`src/rtl/bp_pkg.sv`:
```
package bp_pkg;

    typedef enum logic [1:0] {
        CNT_STRONG_NT = 2'd0,
        CNT_WEAK_NT   = 2'd1,
        CNT_WEAK_T    = 2'd2,
        CNT_STRONG_T  = 2'd3
    } ctr_state_e;

    // One step of the saturating direction counter.
    function automatic ctr_state_e ctr_next(input ctr_state_e cur, input logic taken);
        ctr_state_e nxt;
        unique case (cur)
            CNT_STRONG_NT: nxt = taken ? CNT_WEAK_NT  : CNT_STRONG_NT;
            CNT_WEAK_NT:   nxt = taken ? CNT_WEAK_T   : CNT_STRONG_NT;
            CNT_WEAK_T:    nxt = taken ? CNT_STRONG_T : CNT_WEAK_NT;
            CNT_STRONG_T:  nxt = taken ? CNT_STRONG_T : CNT_WEAK_T;
            default:       nxt = CNT_WEAK_NT;
        endcase
        return nxt;
    endfunction

    function automatic logic ctr_says_taken(input ctr_state_e cur);
        return (cur == CNT_WEAK_T) || (cur == CNT_STRONG_T);
    endfunction

endpackage

```
`src/rtl/bp_dir_table.sv`:
```
module bp_dir_table
    import bp_pkg::*;
#(
    parameter int ENTRIES = 64,
    localparam int IDX_W = $clog2(ENTRIES)
) (
    input  logic             clk,
    input  logic             rst_n,
    input  logic [IDX_W-1:0] rd_idx,
    output logic             rd_taken,
    input  logic             wr_en,
    input  logic [IDX_W-1:0] wr_idx,
    input  logic             wr_taken
);

    ctr_state_e ctr_q [ENTRIES];

    // State register: every counter resets to weakly not-taken.
    always_ff @(posedge clk or negedge rst_n) begin
        if (!rst_n) begin
            for (int e = 0; e < ENTRIES; e++) begin
                ctr_q[e] <= CNT_WEAK_NT;
            end
        end else if (wr_en) begin
            ctr_q[wr_idx] <= ctr_next(ctr_q[wr_idx], wr_taken);
        end
    end

    // Output: read before any same-cycle write lands.
    always_comb begin
        rd_taken = ctr_says_taken(ctr_q[rd_idx]);
    end

endmodule

```
`src/rtl/bp_target_buf.sv`:
```
module bp_target_buf #(
    parameter int PC_W    = 32,
    parameter int ENTRIES = 16,
    parameter int TAG_W   = 26,
    localparam int IDX_W  = $clog2(ENTRIES)
) (
    input  logic             clk,
    input  logic             rst_n,
    input  logic [IDX_W-1:0] rd_idx,
    input  logic [TAG_W-1:0] rd_tag,
    output logic             rd_hit,
    output logic [PC_W-1:0]  rd_target,
    input  logic             wr_en,
    input  logic [IDX_W-1:0] wr_idx,
    input  logic [TAG_W-1:0] wr_tag,
    input  logic [PC_W-1:0]  wr_target
);

    logic [ENTRIES-1:0] valid_q;
    logic [TAG_W-1:0]   tag_q [ENTRIES];
    logic [PC_W-1:0]    tgt_q [ENTRIES];

    always_ff @(posedge clk or negedge rst_n) begin
        if (!rst_n) begin
            valid_q <= '0;
        end else if (wr_en) begin
            valid_q[wr_idx] <= 1'b1;
        end
    end

    always_ff @(posedge clk) begin
        if (wr_en) begin
            tag_q[wr_idx] <= wr_tag;
            tgt_q[wr_idx] <= wr_target;
        end
    end

    always_comb begin
        rd_hit    = valid_q[rd_idx] && (tag_q[rd_idx] == rd_tag);
        rd_target = tgt_q[rd_idx];
    end

endmodule

```
`src/rtl/bp_fetch_predictor.sv`:
```
module bp_fetch_predictor #(
    parameter int PC_W        = 32,
    parameter int OFF_W       = 2,
    parameter int DIR_ENTRIES = 64,
    parameter int TGT_ENTRIES = 16
) (
    input  logic            clk,
    input  logic            rst_n,
    input  logic [PC_W-1:0] fetch_pc,
    output logic            pred_is_branch,
    output logic            pred_taken,
    output logic [PC_W-1:0] pred_next_pc,
    input  logic            upd_valid,
    input  logic [PC_W-1:0] upd_pc,
    input  logic            upd_taken,
    input  logic [PC_W-1:0] upd_target
);

    localparam int DIR_IDX_W = $clog2(DIR_ENTRIES);
    localparam int TGT_IDX_W = $clog2(TGT_ENTRIES);
    localparam int TAG_LSB   = OFF_W + TGT_IDX_W;
    localparam int TAG_W     = PC_W - TAG_LSB;
    localparam int STEP      = 1 << OFF_W;

    logic                 dir_taken;
    logic                 tb_hit;
    logic [PC_W-1:0]      tb_target;
    logic [PC_W-1:0]      seq_pc;
    logic                 unused_upd_lsb;

    assign unused_upd_lsb = ^upd_pc[OFF_W-1:0];

    bp_dir_table #(
        .ENTRIES (DIR_ENTRIES)
    ) dir_i (
        .clk      (clk),
        .rst_n    (rst_n),
        .rd_idx   (fetch_pc[OFF_W +: DIR_IDX_W]),
        .rd_taken (dir_taken),
        .wr_en    (upd_valid),
        .wr_idx   (upd_pc[OFF_W +: DIR_IDX_W]),
        .wr_taken (upd_taken)
    );

    bp_target_buf #(
        .PC_W    (PC_W),
        .ENTRIES (TGT_ENTRIES),
        .TAG_W   (TAG_W)
    ) tgt_i (
        .clk       (clk),
        .rst_n     (rst_n),
        .rd_idx    (fetch_pc[OFF_W +: TGT_IDX_W]),
        .rd_tag    (fetch_pc[PC_W-1:TAG_LSB]),
        .rd_hit    (tb_hit),
        .rd_target (tb_target),
        .wr_en     (upd_valid && upd_taken),
        .wr_idx    (upd_pc[OFF_W +: TGT_IDX_W]),
        .wr_tag    (upd_pc[PC_W-1:TAG_LSB]),
        .wr_target (upd_target)
    );

    always_comb begin
        seq_pc         = fetch_pc + PC_W'(STEP);
        pred_is_branch = tb_hit;
        pred_taken     = tb_hit && dir_taken;
        pred_next_pc   = pred_taken ? tb_target : seq_pc;
    end

endmodule

```
`config.mk`:
```
export PLATFORM = sky130hd
export DESIGN_NAME = bp_fetch_predictor
export DESIGN_NICKNAME = d
export VERILOG_FILES = /design/src/rtl/bp_pkg.sv /design/src/rtl/bp_dir_table.sv /design/src/rtl/bp_target_buf.sv /design/src/rtl/bp_fetch_predictor.sv
export SDC_FILE = /design/constraint.sdc
export NUM_CORES = 1
export LEC_CHECK = 0
export BUFFER_PORTS_ARGS = -buffer_cell sky130_fd_sc_hd__buf_2
export CAP_MARGIN = 5
export CORE_UTILIZATION = 55
export DETAILED_ROUTE_END_ITERATION = 10
export PLACE_DENSITY = 0.72
export RECOVER_POWER = 50
export SLEW_MARGIN = 10
export SYNTH_ARGS = -nofsm -noshare
export SYNTH_HDL_FRONTEND = slang
export SYNTH_SLANG_ARGS = --single-unit
```
`constraint.sdc`:
```
create_clock -name clk -period 4.2 [get_ports clk]
set_clock_uncertainty 0.1 [all_clocks]
set_input_delay 0.42 -clock clk [delete_from_list [all_inputs] [get_ports clk]]
set_output_delay 0.42 -clock clk [all_outputs]
set_load 0.02 [all_outputs]
```
Yosys cells after proc, flatten, opt, wreduce, memory -nomap -nowiden
Memory sizes are Yosys's and may differ from the RTL's.
Index checks and enable logic that the tools add are counted.
{"block": "word_totals", "ff_bits": 144, "out_inout_bits": 34, "wordCells": 112, "in_bits": 100, "mem_bits_rw": 928, "memories": 2}
{"block": "classes", "n_lt_le_gt_ge": 6, "add_sub_neg": 1, "n_eq_ne": 6, "muxes": 22, "n_reduce_logical": 7, "bitwise_logic": 3}
{"name": "tgt_i.tgt_q", "words": 16, "width": 32, "rd": 1, "rd_ports_with_merged_regs": 0, "wr": 1, "line_no": "bp_target_buf.sv:21", "rtl": "logic [PC_W-1:0] tgt_q [ENTRIES];"}
{"name": "tgt_i.tag_q", "words": 16, "width": 26, "rd": 1, "rd_ports_with_merged_regs": 0, "wr": 1, "line_no": "bp_target_buf.sv:20", "rtl": "logic [TAG_W-1:0] tag_q [ENTRIES];"}
{"op": "$bwmux W128", "count": 1}
{"op": "$add A32 B3 Y32 const B", "count": 1}
{"op": "$mux W32", "count": 1}
{"op": "$eq A26 B26 Y1", "count": 1}
{"op": "$bmux W2 S6", "count": 2}
{"op": "$mux W2", "count": 8}
{"op": "$or A16 B16 Y16", "count": 1}
{"op": "$ge A7 B7 Y1 const B", "count": 2}
{"op": "$not A6 Y7", "count": 2}
{"op": "$demux W2 S6", "count": 1}
{"op": "$lt A4 B5 Y1 const B", "count": 2}
{"op": "$eq A2 B2 Y1 const B", "count": 4}
{"op": "$pmux W2 S4", "count": 1}
{"op": "$lt A7 B1 Y1 const B", "count": 1}
{"op": "$mux W1", "count": 6}
{"op": "$logic_and A1 B1 Y1", "count": 5}
{"op": "$bmux W1 S4", "count": 1}
{"op": "$demux W1 S4", "count": 1}
{"op": "$ge A4 B1 Y1 const B", "count": 1}
{"op": "$eq A2 B1 Y1 const B", "count": 1}
{"op": "$logic_not A2 Y1", "count": 1}
{"op": "$logic_or A1 B1 Y1", "count": 1}

Logic depth before layout (Yosys ltp)
Gate-level depths: netlist of run 1.
{"block": "logic_depth", "depth_word": 8, "ltp_mapped": 14, "mapped_depth_nobuf": 9}

By module
A second synthesis of run 1 with hierarchy kept.
{"block": "unflattened", "cells_unflattened": 2251, "hier_area_um2": 44033.5}
{"mod": "bp_target_buf", "seq_area_each_um2": 28267.1, "n_inst": 1, "area_each_um2": 36206.0, "cells_per_inst": 1480}
{"mod": "bp_dir_table", "seq_area_each_um2": 3283.1, "n_inst": 1, "area_each_um2": 6814.0, "cells_per_inst": 599}
{"mod": "bp_fetch_predictor", "seq_area_each_um2": 0.0, "n_inst": 1, "area_each_um2": 1013.5, "cells_per_inst": 172}

Least setup slack after synthesis of run 1
Ideal clock, no wire load.
{"block": "synth_timing", "kind": "input to register", "start": "input port upd_pc[3]", "end": "register tgt_i.valid_q[3]", "n_path_buf": 3, "setup_ns": 0.089, "arrival_time_ns": 5.971, "path_stages": 6, "setup_slack_ns": -1.960, "t_required_ns": 4.011, "cell_sequence": "clkbuf_1 clkbuf_1 clkbuf_1 nand4_1 nor3_1 or2_2"}
{"block": "synth_via", "elab_chain_len": 5}
{"element": "from (decl)", "line_no": "bp_fetch_predictor.sv:14", "rtl": "input logic [PC_W-1:0] upd_pc,"}
{"element": "$lt A4 B5 Y1 (implied by the code) or $ge A4 B1 Y1 (tied branches)", "line_no": "bp_target_buf.sv:27", "rtl": "valid_q[wr_idx] <= 1'b1;"}
{"element": "$logic_and A1 B1 Y1 (implied by the code)", "line_no": "bp_target_buf.sv:27"}
{"element": "$mux W1 (implied by the code)", "line_no": "bp_target_buf.sv:27"}
{"element": "$demux W1 S4 *"}
{"element": "$or A16 B16 Y16 (no line) *"}
{"element": "to (signal assigned)", "line_no": "bp_target_buf.sv:25", "rtl": "valid_q <= '0;"}
{"element": "to (signal, indexed assignment)", "line_no": "bp_target_buf.sv:27"}
{"element": "to (decl)", "line_no": "bp_target_buf.sv:19", "rtl": "logic [ENTRIES-1:0] valid_q;"}
Mark *: on every way between the ends. The rest lies on a longest branch, timed or not.
A chain may end at the register's enable or synchronous reset.

Final worst setup path of run 1
{"block": "layout_timing", "start": "memory tgt_i.tag_q[0][0]", "end": "output port pred_next_pc[17]"}
{"block": "layout_via", "elab_chain_len": 5}
{"element": "from (decl)", "line_no": "bp_target_buf.sv:20"}
{"element": "$mem_v2 Z16 W26"}
{"element": "$eq A26 B26 Y1", "line_no": "bp_target_buf.sv:39", "rtl": "rd_hit = valid_q[rd_idx] && (tag_q[rd_idx] == rd_tag);"}
{"element": "$logic_and A1 B1 Y1", "line_no": "bp_target_buf.sv:39"}
{"element": "$logic_and A1 B1 Y1", "line_no": "bp_fetch_predictor.sv:65", "rtl": "pred_taken = tb_hit && dir_taken;"}
{"element": "$mux W32", "line_no": "bp_fetch_predictor.sv:66", "rtl": "pred_next_pc = pred_taken ? tb_target : seq_pc;"}
{"element": "to (decl)", "line_no": "bp_fetch_predictor.sv:12", "rtl": "output logic [PC_W-1:0] pred_next_pc,"}
No other way between the ends.

==> results by group, run 1 <==
Floorplanning
  – Die Y: roughly 290 um
  – I/O pin count: 134
  – Die Area: 81900 um^2
  – Std-Cell Rows: 103
  – Core Region: 79400 um^2
  – Die Wd: 286 um
  – Initial Util: 55.9%

Timing
  – Max Slew Vio Count: 134
  – Worst-margin pin slew: ~2500 ps
  – Setup violators final: 34
  – TNS Setup: -16620 ps
  – Final worst slack: -545 ps
  – Max Freq: between 200 and 250 MHz
  – Post-layout minimum cycle time: about 4700 ps
  – RSZ-0062 raised after global routing: true
  – Period utilisation layout: 113%
  – Hold Fails Final Rpt: 0
  – Slew HR: -69.7%

Cells and area
  – Area of the multi-input gates: 12200 um^2
  – Layout cell share with drive strength beyond 1: approximately a third
  – Final Core Density: 64.9%
  – Design Area, Final: 51500 um^2
  – Final std cells w/o fill: ~3800
  – Nets: 2745
  – # fillers: 5372
  – Post-synthesis to final-layout area growth: 16.0%
  – Register Area: 31600 um^2

CTS
  – Htree depth: 3
  – Clock Path Buffers: 3
  – Clk sink count: 1072
  – Cts bufs inserted: 106
  – Worst-Skew Late Latency: approximately 690 ps
  – CTS tree: done
  – Root buf cell: clkbuf_16
  – Clock-pin slew on the worst setup and hold paths: 60 ps

Logic synthesis
  – Number of enable flip-flop cells after synthesis: 928
  – Post-synth top flop: edfxtp_1
  – Cell taking the most area after synthesis: edfxtp_1
  – Synthesized area per cell: 19.4 um^2
  – Post-synth ARST share: 13.4%
  – Cell count after synthesis: 2292
  – Synth Register Bits: 1072
  – Syn_nets: 2393
  – Area contributors post-synth: edfxtp_1, mux4_2, dfrtp_1, dfstp_2, mux2i_1
  – Sequential-to-total area share from yosys stat: between 70% and 80%
  – Mapped Area: 44400 um^2
  – Yosys cell types: 78
  – Share of the synthesized area in the top cell type: 62.8%
  – YS warnings: 0

GRT
  – First-pass GRT wire length: 168000 um
  – Busiest grt layer: met2
  – Met1 Use GR: 40.7%
  – M2 GR Usage: 45.5%
  – Initial antenna violation count: 9
  – Pin count of the biggest net entering global routing: roughly 110
  – GRT Util Overall: 28.6%
  – Number of global-route vias before repair: 24800
  – Met3 Track Usage GR: 4.79%
  – Congestion Overflow GR: 0

Detailed routing
  – First-pass DRT Iterations: 6
  – Remaining antenna violation count: 0
  – DR WL/cell: 30.4 um
  – Initial DRC count: approximately 3000
  – Post-route DRC: 0
  – Total Wirelength: 115000 um
  – Vias: 24600
  – Post-DR vias/cell: 6.49

Outcome
  – Status: finished with violations
  – Failing checks: max-capacitance violations, max-slew violations, negative setup slack

Job
  – Number of max-cap violations: 2

Placement
  – Port-buffer cells: approximately 130
  – GPL Wtd Cong: 0.910
  – Cell Area, Placed: approximately 48000 um^2
  – Final HPWL DP: 68000 um
  – Post-placement cell count: 3545

Worst setup path
  – Setup CP Type: flop to primary output
  – Arr. time, crit path: 4220 ps
  – Setup crit end kind: primary output
  – Worst setup SP type: flop
  – CP required: 3680 ps
  – Cells along the critical path: mux4_2, mux4_2, xnor2_2, buf_4, o2111ai_4, or4_4, a2111oi_4, buf_12, clkbuf_16, mux2_4, buf_6
  – Worst Path Max Fanout: 8
  – CP max stage delay: 550 ps
  – Crit-path slowest cell: or4_4
  – Crit-path most repeated cell: mux4_2

Power
  – Leak: 0.0175 uW
  – Max VDD drop: approximately 0.00038 V
  – Cell area power density: 446 nW/um^2

Min path
  – Hold Path Class: input pin to flop
[area by class of cell]
cell class | instances | area share (%)
multi-input cells | 1068 | 23.7
flip-flops and latches | 1072 | 61.2
repair buffers | 375 | 5.89
inverters | 21 | 0.155
clock buffers | 153 | 5.68
diodes | 6 | 0.0291
clock inverters | 43 | 0.743
well taps | 1050 | 2.55
[worst paths after layout]
check / startpoint / end / slack (ps) / depth (start not counted)
min in group asynchronous: rst_n / dir_i.ctr_q[25]$_DFFE_PN0P_ / 990 / 2
min reg2reg: tgt_i.valid_q[14]$_DFFE_PN0P_ / tgt_i.valid_q[14]$_DFFE_PN0P_ / 370 / 1
min: upd_target[21] / tgt_i.tgt_q[1][21]$_DFFE_PP_ / 140 / 1
max in group asynchronous: rst_n / dir_i.ctr_q[35]$_DFFE_PN0P_ / 890 / 3
max: tgt_i.tag_q[0][0]$_DFFE_PP_ / pred_next_pc[17] / -540 / 11
max reg2reg: dir_i.ctr_q[73]$_DFFE_PN0P_ / dir_i.ctr_q[56]$_DFFE_PN1P_ / 1050 / 6
[cells in the mapped netlist, types with 18 or more instances]
cell	count
nand3_1	20
clkbuf_1	42
o21ai_0	66
a22oi_1	26
inv_1	21
nand2_1	161
edfxtp_1	928
buf_1	18
mux4_2	268
nor2_1	52
buf_2	33
dfstp_2	64
xnor2_1	28
dfrtp_1	80
mux2i_1	114
mux2_2	76
mux2_4	28
[kinds of logic after synthesis]
| group | synth area share [%] |
|---|---|
| flip-flops | 71.1 |
| multiplexers | 19.7 |
| AND/OR/NAND/NOR | 3.56 |
| adder cells (fa/ha/maj) | 0.0507 |
| buffers and inverters | 1.86 |
| AO/OA/AOI/OAI | 2.98 |
| XOR/XNOR | 0.809 |
[placed cells by master (no fill, tap or decap), types with 10 or more instances in the layout]
| cell | n |
|---|---|
| mux4_1 | 11 |
| o21ai_0 | 66 |
| nor2_1 | 41 |
| buf_12 | 25 |
| dfrtp_1 | 80 |
| buf_6 | 28 |
| xnor2_1 | 27 |
| or2_2 | 17 |
| nor3_1 | 12 |
| nand4_1 | 10 |
| mux2_2 | 74 |
| mux4_2 | 268 |
| edfxtp_1 | 928 |
| nand2b_1 | 11 |
| clkbuf_1 | 98 |
| buf_2 | 40 |
| xor2_1 | 13 |
| nand2_1 | 161 |
| inv_1 | 20 |
| a21oi_1 | 15 |
| nand3_1 | 20 |
| nor2_4 | 11 |
| dfstp_2 | 64 |
| a22o_1 | 11 |
| mux2_4 | 30 |
| mux2i_1 | 113 |
| a22oi_1 | 26 |
| dlygate4sd3_1 | 37 |
| clkbuf_16 | 110 |
| buf_4 | 182 |
| clkinv_1 | 29 |
[critical path, delay by kind of cell (launching register included)]
| kind | cells | cell delay, ps |
|---|---|---|
| and+or+nand+nor | 1 | 550 |
| buffers and inverters | 4 | 730 |
| AOI/OAI and AO/OA | 2 | 390 |
| muxes | 3 | 1270 |
| DFF | 1 | 380 |
| xor gates and xnor gates | 1 | 190 |
[per-layer routing]
| layer | up-vias | share of wire (%) |
|---|---|---|
| met5 | - | 0.053 |
| met3 | 258 | 9.4 |
| li1 | 10100 | - |
| met2 | 1413 | 49 |
| met4 | 10 | 3.2 |
| met1 | 12800 | 39 |
[metrics by stage]
stage | hold WS, ps | worst slack (ps) | power, uW
2_1_floorplan | 24.4 | -411 | 13300
3_3_place_gp | 346 | -580 | 14000
3_5_place_dp | 353 | -565 | 14100
4_1_cts | 0.250 | -576 | 23100
5_1_grt | 176 | -596 | 23600
6_report | 143 | -545 | 23000
[registers in the layout, summed over array words and instances (netlist names)]
signal / cells
tgt_i.tgt_q: 512
tgt_i.tag_q: 416
dir_i.ctr_q: 128
tgt_i.valid_q: 16
[what timing repair did]
item | 4_1_cts | 5_1_grt
resized for setup | 33 | 32
gates cloned | 0 | 1
setup buffers | 1 | 2
hold buffers | 37 | 0
endpoints found under the setup margin | 34 | 34
endpoints found under the hold margin | 525 | 0
pin swaps | 2 | 0
[power breakdown]
part | switching, uW | internal (uW) | total, uW
Sequential | 120 | 11900 | 12100
Clock | 3910 | 5140 | 9050
Combinational | 1030 | 837 | 1870
No activity file was read; power rests on OpenSTA's default activity.
==> run 2: changes to the inputs <==
Settings changed: CORE_UTILIZATION 55 to 50, PLACE_DENSITY 0.72 to 0.64, SYNTH_HIERARCHICAL set to 1.
==> run 2 against run 1 <==
  * The flow still finishes with violations (max-capacitance violations, max-slew violations, negative setup slack)
  * Non-clock buffer count fell by 78
  * Sequential power barely moved
  * Combinational power rose by 2%
  * Global-route usage fell by 3.6 points
  * Design area fell by 0.82%
  * Total power rose by 1.4%
  * Synthesized cell count fell by 1.8%
  * Sequential share of layout area rose by 0.50 points
  * Clock power rose by 2%
  * Routed wire length fell by 4.6%
  * Maximum frequency rose by 2.9%
  * Critical endpoint is now pred_next_pc[26]
  * Largest cell class unchanged
==> results by group, run 2 <==
Outcome
  – Status: finished with violations
  – Failing checks: max-capacitance violations, max-slew violations, negative setup slack

Min path
  – Hold Path Class: input pin to flop

Detailed routing
  – Initial DRC count: 2218 (-26%)
  – Post-route DRC: 0 (unchanged)
  – First-pass DRT Iterations: 5 (-1)
  – DR WL/cell: 29.0 um (-4.4%)
  – Remaining antenna violation count: 0 (unchanged)
  – Total Wirelength: 110000 um (-4.6%)
  – Vias: 23400 (-4.8%)
  – Post-DR vias/cell: 6.19 (-4.6%)

Timing
  – Max Slew Vio Count: 195 (+46%)
  – RSZ-0062 raised after global routing: true
  – Setup violators final: 33 (-2.9%)
  – Hold Fails Final Rpt: 0 (unchanged)
  – Final worst slack: -411 ps (+134 ps)
  – Hold slack: 149 ps (+5.37 ps)
  – Period utilisation layout: 110% (-3.2 points)
  – Post-layout minimum cycle time: 4610 ps (-134 ps)
  – Worst-margin pin slew: 2430 ps (-114 ps)
  – Max Freq: 217 MHz (+2.9%)
  – Slew HR: -62.0% (+7.6 points)

Logic synthesis
  – Yosys cell types: 70 (-10%)
  – Number of enable flip-flop cells after synthesis: 928 (unchanged)
  – Share of the synthesized area in the top cell type: 63.3% (+0.52 points)
  – Area contributors post-synth: edfxtp_1, mux4_2, dfrtp_1, dfstp_2, mux2_2
  – YS warnings: 6 (+6)
  – Cell taking the most area after synthesis: edfxtp_1
  – Mapped Area: 44000 um^2 (-0.83%)
  – Sequential-to-total area share from yosys stat: 71.7% (+0.59 points)
  – Synth Register Bits: 1072 (unchanged)
  – Post-synth ARST share: 13.4% (unchanged)
  – Cell count after synthesis: 2251 (-1.8%)
  – Syn_nets: 2352 (-1.7%)
  – Post-synth top flop: edfxtp_1
  – Post-synth top cells: edfxtp_1, mux4_2, nor2_1, nand2_1, dfrtp_1
  – Most numerous cell in the Yosys netlist: edfxtp_1
  – Synthesized area per cell: 19.6 um^2 (+0.98%)

Floorplanning
  – Die Area: 89300 um^2 (+9.0%)
  – Initial Util: 50.6% (-5.3 points)
  – Core Region: 87000 um^2 (+9.6%)
  – I/O pin count: 134 (unchanged)
  – Std-Cell Rows: 108 (+4.9%)
  – Die Wd: 299 um (+4.4%)
  – Die Y: 299 um (+4.4%)

GRT
  – First-pass GRT wire length: 162000 um (-3.7%)
  – Initial antenna violation count: 7 (-2)
  – M2 GR Usage: 40.7% (-4.8 points)
  – Busiest grt layer: met2
  – Met1 Use GR: 35.2% (-5.5 points)
  – GRT Util Overall: 24.9% (-3.6 points)
  – Met3 Track Usage GR: 4.66% (-0.13 points)
  – Number of global-route vias before repair: 24400 (-1.8%)
  – Congestion Overflow GR: 0 (unchanged)
  – Pin count of the biggest net entering global routing: 98 (-8.4%)

Cells and area
  – Layout cell share with drive strength beyond 1: 33.7% (+1.2 points)
  – Top Registers: tgt_i/tgt_q (512), tgt_i/tag_q (416), dir_i/ctr_q (128)
  – Nets: 2639 (-3.9%)
  – Most common cell after layout, fill and taps aside: edfxtp_1
  – Commonest non-fill, non-tap cells in the layout: edfxtp_1, mux4_2, clkbuf_16, buf_4, nor2_1
  – Max FFs per register: 512 (unchanged)
  – Largest Register: tgt_i/tgt_q
  – Final Core Density: 58.7% (-6.2 points)
  – Post-synthesis to final-layout area growth: 16.1% (about the same)

CTS
  – Clock Path Buffers: 3 (unchanged)
  – Cts bufs inserted: 107 (+0.94%)
  – Clock-pin slew on the worst setup and hold paths: 60 ps (about the same)
  – Worst-Skew Late Latency: 660 ps (-30 ps)
  – Htree depth: 3 (unchanged)
  – Clk sink count: 1072 (unchanged)
  – CTS tree: done
  – Root buf cell: clkbuf_16

Worst setup path
  – Crit-path slowest cell: mux4_2
  – CP max stage delay: 550 ps (about the same)
  – Cells along the critical path: mux4_2, mux4_2, xnor2_2, nand3_1, or4_1, buf_6, a2111oi_4, nand2_4, buf_6, buf_16, nor2_1, a31oi_2, buf_4
  – Worst Path Max Fanout: 7 (-1)
  – Arr. time, crit path: 4090 ps (-130 ps)
  – Setup CP Type: flop to primary output
  – Worst setup SP type: flop
  – CP required: 3680 ps (about the same)
  – Setup crit end kind: primary output

Placement
  – GPL Wtd Cong: 0.839 (-7.8%)
  – Final HPWL DP: 64800 um (-4.7%)
  – Port-buffer cells: 131 (unchanged)

Power
  – Cell area power density: 456 nW/um^2 (+2.2%)
  – Leak: 0.0169 uW (-3.7%)
  – Max VDD drop: 0.000412 V (+8.5%)

Job
  – Number of max-cap violations: 4 (+2)
## run 2: cell count changes in the layout (fill, tap and decap cells not counted), moves of 13 or more
cell      previous run  this run
o21ai_2              0        13
o21ai_1              0        20
mux2_4              30         0
a22oi_1             26         3
nand2_1            161        99
mux4_2             268       302
o21ai_0             66        17
a21oi_1             15        49
mux2i_1            113        54
nor2_1              41       102
clkbuf_1            98        82
xor2_1              13        28
buf_4              182       106
## run 2: kinds of logic after synthesis
logic type | Yosys count | share of synthesized area [%]
fa+ha+maj | 2 | 0.0540
flops | 1072 | 71.7
simple gates | 373 | 4.12
xor+xnor | 45 | 0.895
mux | 434 | 18.8
compound gates | 192 | 2.79
buf+inv | 133 | 1.65
## run 2: layout make-up
| class | instances | area [um^2] |
|---|---|---|
| fill | 6360 | 35900 |
| sequential | 1072 | 31600 |
| multi-input combinational | 1046 | 12100 |
| clock buffer | 134 | 2870 |
| timing repair buffer | 297 | 2510 |
| tap | 1155 | 1450 |
| clock inverter | 63 | 519 |
| inverter | 14 | 52.6 |
| antenna | 2 | 5.00 |
## run 2: timing repair
action | in CTS | in global routing
buffers inserted | 2 | 2
hold buffers | 25 | 0
pin swaps | 1 | 0
hold endpoints to repair | 311 | 0
gates resized for setup | 52 | 28
cloned | 1 | 1
endpoints found under the setup margin | 34 | 34
## run 2: critical path, delay by kind of cell, from the launching register on
family / cells / cell delay (ps)
compound gates: 2 / 340
mux: 2 / 1040
xor+xnor: 1 / 180
buf+inv: 4 / 620
flops: 1 / 390
simple gates: 4 / 870
## run 2: final timing paths
path	startpoint	to	slack [ps]	cells past startpoint
max	tgt_i/tag_q[2][3]$_DFFE_PP_	pred_next_pc[26]	-410	13
min	upd_pc[8]	tgt_i/tag_q[14][2]$_DFFE_PP_	150	1
max reg2reg	dir_i/ctr_q[52]$_DFFE_PN1P_	dir_i/ctr_q[93]$_DFFE_PN0P_	1250	8
min reg2reg	tgt_i/valid_q[14]$_DFFE_PN0P_	tgt_i/valid_q[14]$_DFFE_PN0P_	370	1
max in group asynchronous	rst_n	dir_i/ctr_q[47]$_DFFE_PN0P_	820	3
min in group asynchronous	rst_n	dir_i/ctr_q[1]$_DFFE_PN0P_	910	2
## run 2: layer usage
layer | wire (um) | part of all wire [%]
met5 | 65 | 0.059
met4 | 1940 | 1.8
met3 | 7930 | 7.2
met2 | 54700 | 50
met1 | 45100 | 41
## run 2: power by group
group	total, uW	switching [uW]	internal, uW
clock	9190	3930	5270
sequential	12200	177	12000
combinational	1910	1040	870
## run 2: stage by stage
stage	total power (uW)	std cells	setup TNS [ps]	setup WS, ps	cell area (um^2)
floorplan	13500	2251	-1740	-248	44200
global placement	14200	3554	-4280	-192	47200
detailed placement	14300	3554	-5350	-231	47200
CTS	23500	3779	-13440	-448	51100
global route	24000	3781	-17500	-541	51100
finish	23300	3783	-11850	-411	51100
